### src/rtl/wdog_pkg.sv
// Package: shared offsets, bit positions and types for the key-locked watchdog.
// Assumes a 16-bit register data path and byte offsets on a 6-bit address.
package wdog_pkg;
    localparam int REG_W = 16;
    localparam int ADR_W = 6;

    localparam logic [ADR_W-1:0] OFF_LOAD_LO = 6'h00;
    localparam logic [ADR_W-1:0] OFF_LOAD_HI = 6'h04;
    localparam logic [ADR_W-1:0] OFF_CTRL    = 6'h08;
    localparam logic [ADR_W-1:0] OFF_LOCK    = 6'h20;
    localparam logic [ADR_W-1:0] OFF_MOD_GT  = 6'h24;
    localparam logic [ADR_W-1:0] OFF_CLK_GT  = 6'h28;
    localparam logic [ADR_W-1:0] OFF_STATUS  = 6'h2C;
    localparam logic [ADR_W-1:0] OFF_CNT_LO  = 6'h30;
    localparam logic [ADR_W-1:0] OFF_CNT_HI  = 6'h34;

    localparam int CTL_RUN   = 1;
    localparam int CTL_NEW   = 2;
    localparam int CTL_RSTEN = 3;
    localparam int GATE_BIT  = 2;

    localparam logic [REG_W-1:0] STS_WDOG_FIELD = 16'h00F0;

    typedef struct packed {
        logic rst_en;
        logic newload;
        logic run;
    } wdog_ctrl_t;
endpackage

### src/rtl/wdog_regs.sv
// Module: wdog_regs
// Register window with key lock. Holds the reload value, the control bits and
// the two gate bits, and multiplexes read data. Assumes CNT_W == 2*REG_W and
// that expire_i / load_ack_i are single-cycle pulses from the counter.
module wdog_regs
    import wdog_pkg::*;
#(
    parameter int               CNT_W = 32,
    parameter logic [REG_W-1:0] KEY   = 16'hE551
) (
    input  logic             clk,
    input  logic             por_n,
    input  logic             we_i,
    input  logic [ADR_W-1:0] addr_i,
    input  logic [REG_W-1:0] wdata_i,
    output logic [REG_W-1:0] rdata_o,
    input  logic             expire_i,
    input  logic             load_ack_i,
    input  logic             status_i,
    input  logic [CNT_W-1:0] count_i,
    output logic [CNT_W-1:0] load_o,
    output wdog_ctrl_t       ctrl_o,
    output logic             active_o
);
    localparam int HI_W = CNT_W - REG_W;

    logic             unlocked_q;
    logic [CNT_W-1:0] load_q;
    wdog_ctrl_t       ctrl_q;
    logic             mod_gt_q;
    logic             clk_gt_q;
    logic             wr_ok;

    assign wr_ok = we_i && unlocked_q;

    // Lock state: key unlocks, any other value written to the lock relocks.
    always_ff @(posedge clk) begin
        if (!por_n) unlocked_q <= 1'b0;
        else if (we_i && addr_i == OFF_LOCK) unlocked_q <= (wdata_i == KEY);
    end

    // Reload halves, written only while unlocked.
    always_ff @(posedge clk) begin
        if (!por_n) load_q <= '0;
        else if (wr_ok && addr_i == OFF_LOAD_LO) load_q[REG_W-1:0] <= wdata_i;
        else if (wr_ok && addr_i == OFF_LOAD_HI) load_q[CNT_W-1:REG_W] <= wdata_i[HI_W-1:0];
    end

    // Control bits: self-clearing new-load, run cleared on expiry, write wins.
    always_ff @(posedge clk) begin
        if (!por_n) ctrl_q <= '0;
        else begin
            if (load_ack_i) ctrl_q.newload <= 1'b0;
            if (expire_i)   ctrl_q.run     <= 1'b0;
            if (wr_ok && addr_i == OFF_CTRL) begin
                ctrl_q.run     <= wdata_i[CTL_RUN];
                ctrl_q.newload <= wdata_i[CTL_NEW];
                ctrl_q.rst_en  <= wdata_i[CTL_RSTEN];
            end
        end
    end

    // Gate bits live outside the lock.
    always_ff @(posedge clk) begin
        if (!por_n) begin
            mod_gt_q <= 1'b0;
            clk_gt_q <= 1'b0;
        end else if (we_i) begin
            if (addr_i == OFF_MOD_GT) mod_gt_q <= wdata_i[GATE_BIT];
            if (addr_i == OFF_CLK_GT) clk_gt_q <= wdata_i[GATE_BIT];
        end
    end

    assign load_o   = load_q;
    assign ctrl_o   = ctrl_q;
    assign active_o = mod_gt_q && clk_gt_q;

    // Read multiplexer over the window.
    always_comb begin
        rdata_o = '0;
        case (addr_i)
            OFF_LOAD_LO: rdata_o = load_q[REG_W-1:0];
            OFF_LOAD_HI: rdata_o[HI_W-1:0] = load_q[CNT_W-1:REG_W];
            OFF_CTRL: begin
                rdata_o[CTL_RUN]   = ctrl_q.run;
                rdata_o[CTL_NEW]   = ctrl_q.newload;
                rdata_o[CTL_RSTEN] = ctrl_q.rst_en;
            end
            OFF_LOCK:    rdata_o[0] = !unlocked_q;
            OFF_MOD_GT:  rdata_o[GATE_BIT] = mod_gt_q;
            OFF_CLK_GT:  rdata_o[GATE_BIT] = clk_gt_q;
            OFF_STATUS:  rdata_o = status_i ? STS_WDOG_FIELD : '0;
            OFF_CNT_LO:  rdata_o = count_i[REG_W-1:0];
            OFF_CNT_HI:  rdata_o[HI_W-1:0] = count_i[CNT_W-1:REG_W];
            default:     rdata_o = '0;
        endcase
    end

    AST_LOCKED_HOLD: assert property (@(posedge clk) disable iff (!por_n)
        (!unlocked_q && we_i && (addr_i == OFF_LOAD_LO || addr_i == OFF_LOAD_HI))
        |=> $stable(load_q));
    AST_RELOCK: assert property (@(posedge clk) disable iff (!por_n)
        (we_i && addr_i == OFF_LOCK && wdata_i != KEY) |=> !unlocked_q);
endmodule

### src/rtl/wdog_counter.sv
// Module: wdog_counter
// Down-counter advanced by gated timebase strobes. A pending new-load wins
// over decrement and expiry. Assumes tick_i is high for one clock per period.
module wdog_counter #(
    parameter int CNT_W = 32
) (
    input  logic             clk,
    input  logic             por_n,
    input  logic             tick_i,
    input  logic             active_i,
    input  logic             run_i,
    input  logic             newload_i,
    input  logic [CNT_W-1:0] load_i,
    output logic [CNT_W-1:0] count_o,
    output logic             load_ack_o,
    output logic             expire_o
);
    localparam logic [CNT_W-1:0] ONE = {{(CNT_W-1){1'b0}}, 1'b1};

    logic [CNT_W-1:0] count_q;
    logic             step;

    assign step       = tick_i && active_i;
    assign load_ack_o = step && newload_i;
    assign expire_o   = step && !newload_i && run_i && (count_q == '0);
    assign count_o    = count_q;

    // Load on acknowledged new-load, else count down while running.
    always_ff @(posedge clk) begin
        if (!por_n) count_q <= '0;
        else if (load_ack_o) count_q <= load_i;
        else if (step && run_i && count_q != '0) count_q <= count_q - ONE;
    end

    AST_DECREMENT: assert property (@(posedge clk) disable iff (!por_n)
        (step && run_i && !newload_i && count_q != '0)
        |=> (count_q == $past(count_q) - ONE));
    AST_GATED: assert property (@(posedge clk) disable iff (!por_n)
        !active_i |=> $stable(count_q));
endmodule

### src/rtl/wdog_rst_gen.sv
// Module: wdog_rst_gen
// Turns an enabled expiry into a fixed-width reset pulse and keeps a sticky
// watchdog-cause flag that only power-on reset clears.
module wdog_rst_gen #(
    parameter int RST_CYC = 16
) (
    input  logic clk,
    input  logic por_n,
    input  logic expire_i,
    input  logic rst_en_i,
    output logic wdog_rst_o,
    output logic status_o
);
    localparam int PW = $clog2(RST_CYC + 1);
    localparam logic [PW-1:0] PULSE_LEN = PW'(RST_CYC);
    localparam logic [PW-1:0] ONE = {{(PW-1){1'b0}}, 1'b1};

    logic [PW-1:0] pulse_q;
    logic          status_q;

    // Pulse length counter.
    always_ff @(posedge clk) begin
        if (!por_n) pulse_q <= '0;
        else if (expire_i && rst_en_i) pulse_q <= PULSE_LEN;
        else if (pulse_q != '0) pulse_q <= pulse_q - ONE;
    end

    // Sticky cause flag.
    always_ff @(posedge clk) begin
        if (!por_n) status_q <= 1'b0;
        else if (expire_i && rst_en_i) status_q <= 1'b1;
    end

    assign wdog_rst_o = (pulse_q != '0);
    assign status_o   = status_q;

    AST_PULSE_START: assert property (@(posedge clk) disable iff (!por_n)
        (expire_i && rst_en_i) |=> (wdog_rst_o && status_o));
    AST_NO_PULSE: assert property (@(posedge clk) disable iff (!por_n)
        (expire_i && !rst_en_i && !wdog_rst_o) |=> !wdog_rst_o);
    AST_STATUS_STICKY: assert property (@(posedge clk) disable iff (!por_n)
        status_o |=> status_o);
endmodule

### src/rtl/key_lock_wdog.sv
// Module: key_lock_wdog (top)
// Key-locked watchdog: register window, down-counter and reset pulse.
// Assumes a synchronous active-low power-on reset and a one-cycle tick strobe.
module key_lock_wdog
    import wdog_pkg::*;
#(
    parameter int               CNT_W   = 32,
    parameter int               RST_CYC = 16,
    parameter logic [REG_W-1:0] KEY     = 16'hE551
) (
    input  logic             clk,
    input  logic             por_n,
    input  logic             tick,
    input  logic             bus_we,
    input  logic [ADR_W-1:0] bus_addr,
    input  logic [REG_W-1:0] bus_wdata,
    output logic [REG_W-1:0] bus_rdata,
    output logic             wdog_rst
);
    logic [CNT_W-1:0] load_w;
    logic [CNT_W-1:0] count_w;
    wdog_ctrl_t       ctrl_w;
    logic             active_w;
    logic             expire_w;
    logic             load_ack_w;
    logic             status_w;

    wdog_regs #(.CNT_W(CNT_W), .KEY(KEY)) u_regs (
        .clk(clk), .por_n(por_n), .we_i(bus_we), .addr_i(bus_addr),
        .wdata_i(bus_wdata), .rdata_o(bus_rdata), .expire_i(expire_w),
        .load_ack_i(load_ack_w), .status_i(status_w), .count_i(count_w),
        .load_o(load_w), .ctrl_o(ctrl_w), .active_o(active_w)
    );

    wdog_counter #(.CNT_W(CNT_W)) u_cnt (
        .clk(clk), .por_n(por_n), .tick_i(tick), .active_i(active_w),
        .run_i(ctrl_w.run), .newload_i(ctrl_w.newload), .load_i(load_w),
        .count_o(count_w), .load_ack_o(load_ack_w), .expire_o(expire_w)
    );

    wdog_rst_gen #(.RST_CYC(RST_CYC)) u_rst (
        .clk(clk), .por_n(por_n), .expire_i(expire_w),
        .rst_en_i(ctrl_w.rst_en), .wdog_rst_o(wdog_rst), .status_o(status_w)
    );
endmodule

### config.mk
export PLATFORM = sky130hd
export DESIGN_NAME = key_lock_wdog
export DESIGN_NICKNAME = d
export VERILOG_FILES = /design/src/rtl/wdog_pkg.sv /design/src/rtl/wdog_regs.sv /design/src/rtl/wdog_counter.sv /design/src/rtl/wdog_rst_gen.sv /design/src/rtl/key_lock_wdog.sv
export SDC_FILE = /design/constraint.sdc
export NUM_CORES = 1
export LEC_CHECK = 0
export ABC_AREA = 0
export BUFFER_PORTS_ARGS = -buffer_cell sky130_fd_sc_hd__buf_2
export CAP_MARGIN = 20
export CORE_MARGIN = 10
export CORE_UTILIZATION = 51
export DETAILED_ROUTE_END_ITERATION = 12
export PLACE_DENSITY = 0.8
export SLEW_MARGIN = 20
export SYNTH_ARGS = -nofsm -noshare
export SYNTH_HDL_FRONTEND = slang
export SYNTH_SLANG_ARGS = --single-unit
### constraint.sdc
create_clock -name clk -period 5.3 [get_ports clk]
set_input_delay 1.06 -clock clk [delete_from_list [all_inputs] [get_ports clk]]
set_output_delay 1.06 -clock clk [all_outputs]
set_load 0.1 [all_outputs]
==> results by stage <==
Synth:
- Ranked by instance count, the synthesized netlist is headed by sky130_fd_sc_hd__nand2_1 (82), sky130_fd_sc_hd__dfxtp_1 (76), sky130_fd_sc_hd__nor2_1 (32).
- Of the post-synthesis cell area, the part taken by muxes is 0.0430.
- The proportion of synthesized chip area in sequential cells is 0.363.
- The post-synthesis cell type count is 56.
- The cell area after technology mapping is 4190 sq um.
- The average size of a mapped cell is 8.08 sq um.
- The number of warnings printed during yosys synthesis is 0.
- The fraction of the mapped netlist area in compound gates is 0.257.
- Of the total synthesized cell area, the portion taken by AND, OR, NAND and NOR gates is 0.273.
- Of the total synthesized cell area, the portion taken by full adders, half adders and majority gates is 0.00896.
- The top cell type by total area after synthesis is sky130_fd_sc_hd__dfxtp_1.
- For this run, asynchronously set or reset flops after synthesis account for 0.
- The gate count of the mapped netlist is 518.
- Of the total synthesized cell area, the portion taken by XOR and XNOR cells is 0.0146.
- The main combinational cell family by area after synthesis is simple AND/OR/NAND/NOR gates.
- In the post-synthesis netlist, the biggest area contributors are sky130_fd_sc_hd__dfxtp_1 (36%), sky130_fd_sc_hd__nand2_1 (7.3%), sky130_fd_sc_hd__a22oi_1 (5.6%).
- After synthesis the netlist holds a flip-flop and latch count of 76.
- The share of Yosys cell area claimed by the top area cell type is 0.363.
- The number of enable flip-flop cells after synthesis is 0.
- The net count after synthesis is 547.
- Among all flip-flop cells after synthesis, the most frequent one is sky130_fd_sc_hd__dfxtp_1.
- The library cell with the highest instance count after synthesis is sky130_fd_sc_hd__nand2_1.

Global routing:
- The initial antenna violation count is 0.
- The number of global-route vias before repair is 4,087.
- Entering global routing, the biggest net connects 67 pins.
- The total overflow left after global routing is 0.
- In the global route stage, overall resource usage came out at 0.209.
- The wire length of the first global-routing pass is 21,600 um.

Clocking:
- The total number of clock tree sinks is 76.
- The clock tree from TritonCTS is built.
- The number of buffers inserted by hold repair at cts is 0.
- The clock latency at the later pin of the worst-skew pair is 0.36 ns.
- The buffer cell driving the clock tree root is sky130_fd_sc_hd__clkbuf_8.
- The clock buffer count from CTS is 9.
- CTS built an H-tree with a depth of 3.
- The clock edge transition at the registers on the reported setup and hold paths is 0.08 ns.
- Buffers added to address setup during post-CTS repair amount to 0.
- Post-CTS repair changed the size of 0 cells.
- The clock passes through at most 2 buffers.

Status:
- The run finished with clean final reports.

Route:
- The detailed router's first-iteration violation count is 588.
- The average via count per standard cell is 6.67.
- The remaining design rule violation count is 0.
- Summed over all layers, the routed wires come to 13,400 um.
- After detailed routing, the average wire length per cell comes to 20.4 um.
- The count of nets left with antenna violations after detail routing is 0.
- The number of vias after detailed routing is 4,385.
- The first TritonRoute pass finished after 9 iterations.

Setup path:
- The number of buffer and inverter stages on the critical path is 2.
- The signal on the critical path passes through buf_2 > nor2b_1 > nand3_1 > nor4b_1 > a21oi_1 > nand2_1 > buf_2.
- At the worst endpoint, the arrival time is 3.02 ns.
- The largest single stage delay on the critical path is 0.72 ns.
- At the worst endpoint, the required time is 4.24 ns.
- The worst setup path is of the primary input to primary output kind.
- The top fanout value on the critical path is 7.
- The startpoint type of the worst setup path is a primary input.
- The slowest stage of the critical path belongs to the cell sky130_fd_sc_hd__nor4b_1.
- The family with the most delay on the worst path is simple AND/OR/NAND/NOR gates.
- Among the stages of the critical path, the cell type that occurs most often is sky130_fd_sc_hd__buf_2.
- The worst setup path is captured at a primary output.

Power and ir drop:
- The leakage power is 1.88 nW.
- The total power is 1.30 mW.
- In this run the power density over the cells is 277 nW/um^2.
- The maximum resistive drop on vdd is 380 uV.

Floorplanning:
- 43 I/O pins were placed.
- The floorplan has 32 rows.
- The horizontal die dimension is 111 um.
- The die footprint is 12,200 sq um.
- The height of the chip is 111 um.
- The area of the core region is 7850 sq um.
- The effective utilization at floorplan is 0.534.

STA:
- The post-route clock period utilization is 0.769.
- The worst hold margin is 0.486 ns.
- Derived from the worst setup path, the maximum achievable clock frequency is 245 MHz.
- The final worst clock skew is 0.0156 ns.
- Setup repair after global routing left no endpoint under its margin.
- At the pin with the least slew margin, the transition time is 1.08 ns.
- The shortest period the worst path allows is 4.08 ns.
- The worst pin sits at a relative slew slack of 0.280.
- The final hold violation count was 0.
- The count of pins over their slew limit is 0.
- For the final routed database, the setup TNS stands at 0 ns.
- The setup violation total in the final timing report is 0.

Run:
- The max-capacitance violation count is 0.

Finish:
- The number of antenna diodes is 0.
- The final net count is 579.
- The total area of sequential cells is 1520 sq um.
- The area of the multi-input gates is 2500 sq um.
- After routing the design area is 4690 sq um.
- The area growth from synthesis to layout is 12.0%.
- Counting the fill cells in the layout gives 728.
- The share of cells above drive strength 1 is 0.141.

Placement:
- The half-perimeter wire length of the detailed placement result is 9550 um.
- Summing all placed instances gives a cell area of 4470 sq um.
- At the end of routability-driven placement, the weighted congestion stood at 0.971.
- The number of input and output port buffers inserted is 42.

Min path:
- The type of the most critical hold path is register to register.
[layer usage]
| layer | GRT usage | routed length (um) | vias to the layer above |
|---|---|---|---|
| li1 | - | - | 1995 |
| met1 | 0.285 | 5570 | 2029 |
| met2 | 0.313 | 5950 | 325 |
| met3 | 0.0562 | 1620 | 36 |
| met4 | 0.0613 | 283 | 0 |
| met5 | 0 | 0 | - |
[kinds of logic (layout without fill, tap and decap cells)]
family / count (synthesis) / count (layout)
adders and majority gates: 3 / 3
muxes: 18 / 18
DFF: 76 / 76
AOI/OAI and AO/OA: 146 / 146
buffers and inverters: 40 / 77
xor gates and xnor gates: 7 / 7
and+or+nand+nor: 228 / 228
[worst reg2reg max path, delay by kind of cell, from the launching register on]
family / cells / cell delay [ns]
and+or+nand+nor: 4 / 2.20
adders and majority gates: 1 / 0.22
AOI/OAI and AO/OA: 2 / 0.58
DFF: 1 / 0.36
buffers and inverters: 1 / 0.11
[stage by stage]
stage / std cells / setup slack [ns] / util
after floorplan: 518 / 1.08 / -
after global placement: 641 / 1.34 / 0.569
after detailed placement: 641 / 1.29 / 0.569
after CTS: 657 / 1.28 / 0.598
after global routing: 657 / 1.01 / 0.598
final: 657 / 1.22 / 0.598
[placed cells by master, fill, tap and decap left out, drive strengths merged, types with 8 or more instances in the layout]
cell type and n:
nor4 10, inv 12, o21ai 23, a21boi 29, mux2i 18, a22oi 31
nor3 25, nor2b 22, nor2 32, nand2 82, dfxtp 76, nand4 8
nand3 17, a21oi 16, clkbuf 9, buf 51
[path summary, 6_finish.rpt]
check	startpoint	endpoint	slack (ns)	cells past startpoint
setup / recovery	bus_addr[5]	bus_rdata[6]	1.22	7
hold reg to reg	u_rst.status_o	u_rst.status_o	0.49	2
setup reg to reg	u_cnt.count_o[0]	u_cnt.count_o[4]	1.77	8
hold / removal	u_rst.status_o	u_rst.status_o	0.49	2
[registers in the layout, summed over array words and instances (netlist names)]
register and flops:
u_regs.ctrl_o 3, u_regs.clk_gt_q 1, u_regs.unlocked_q 1, u_rst.status_o 1, u_regs.mod_gt_q 1, u_regs.load_o 32, u_rst.pulse_q 5, u_cnt.count_o 32
[layout make-up]
type,instances,area share
clock buffer,9,0.0264
clock inverter,7,0.0208
inverter,10,0.00800
multi-input combinational,402,0.534
sequential,76,0.324
tap,102,0.0272
timing repair buffer,51,0.0592
[where the power goes]
group	total (mW)	internal, mW	switching, mW
Clock	0.496	0.267	0.229
Combinational	0.196	0.0655	0.131
Sequential	0.605	0.590	0.0151
(Power assumes the default switching activity.)
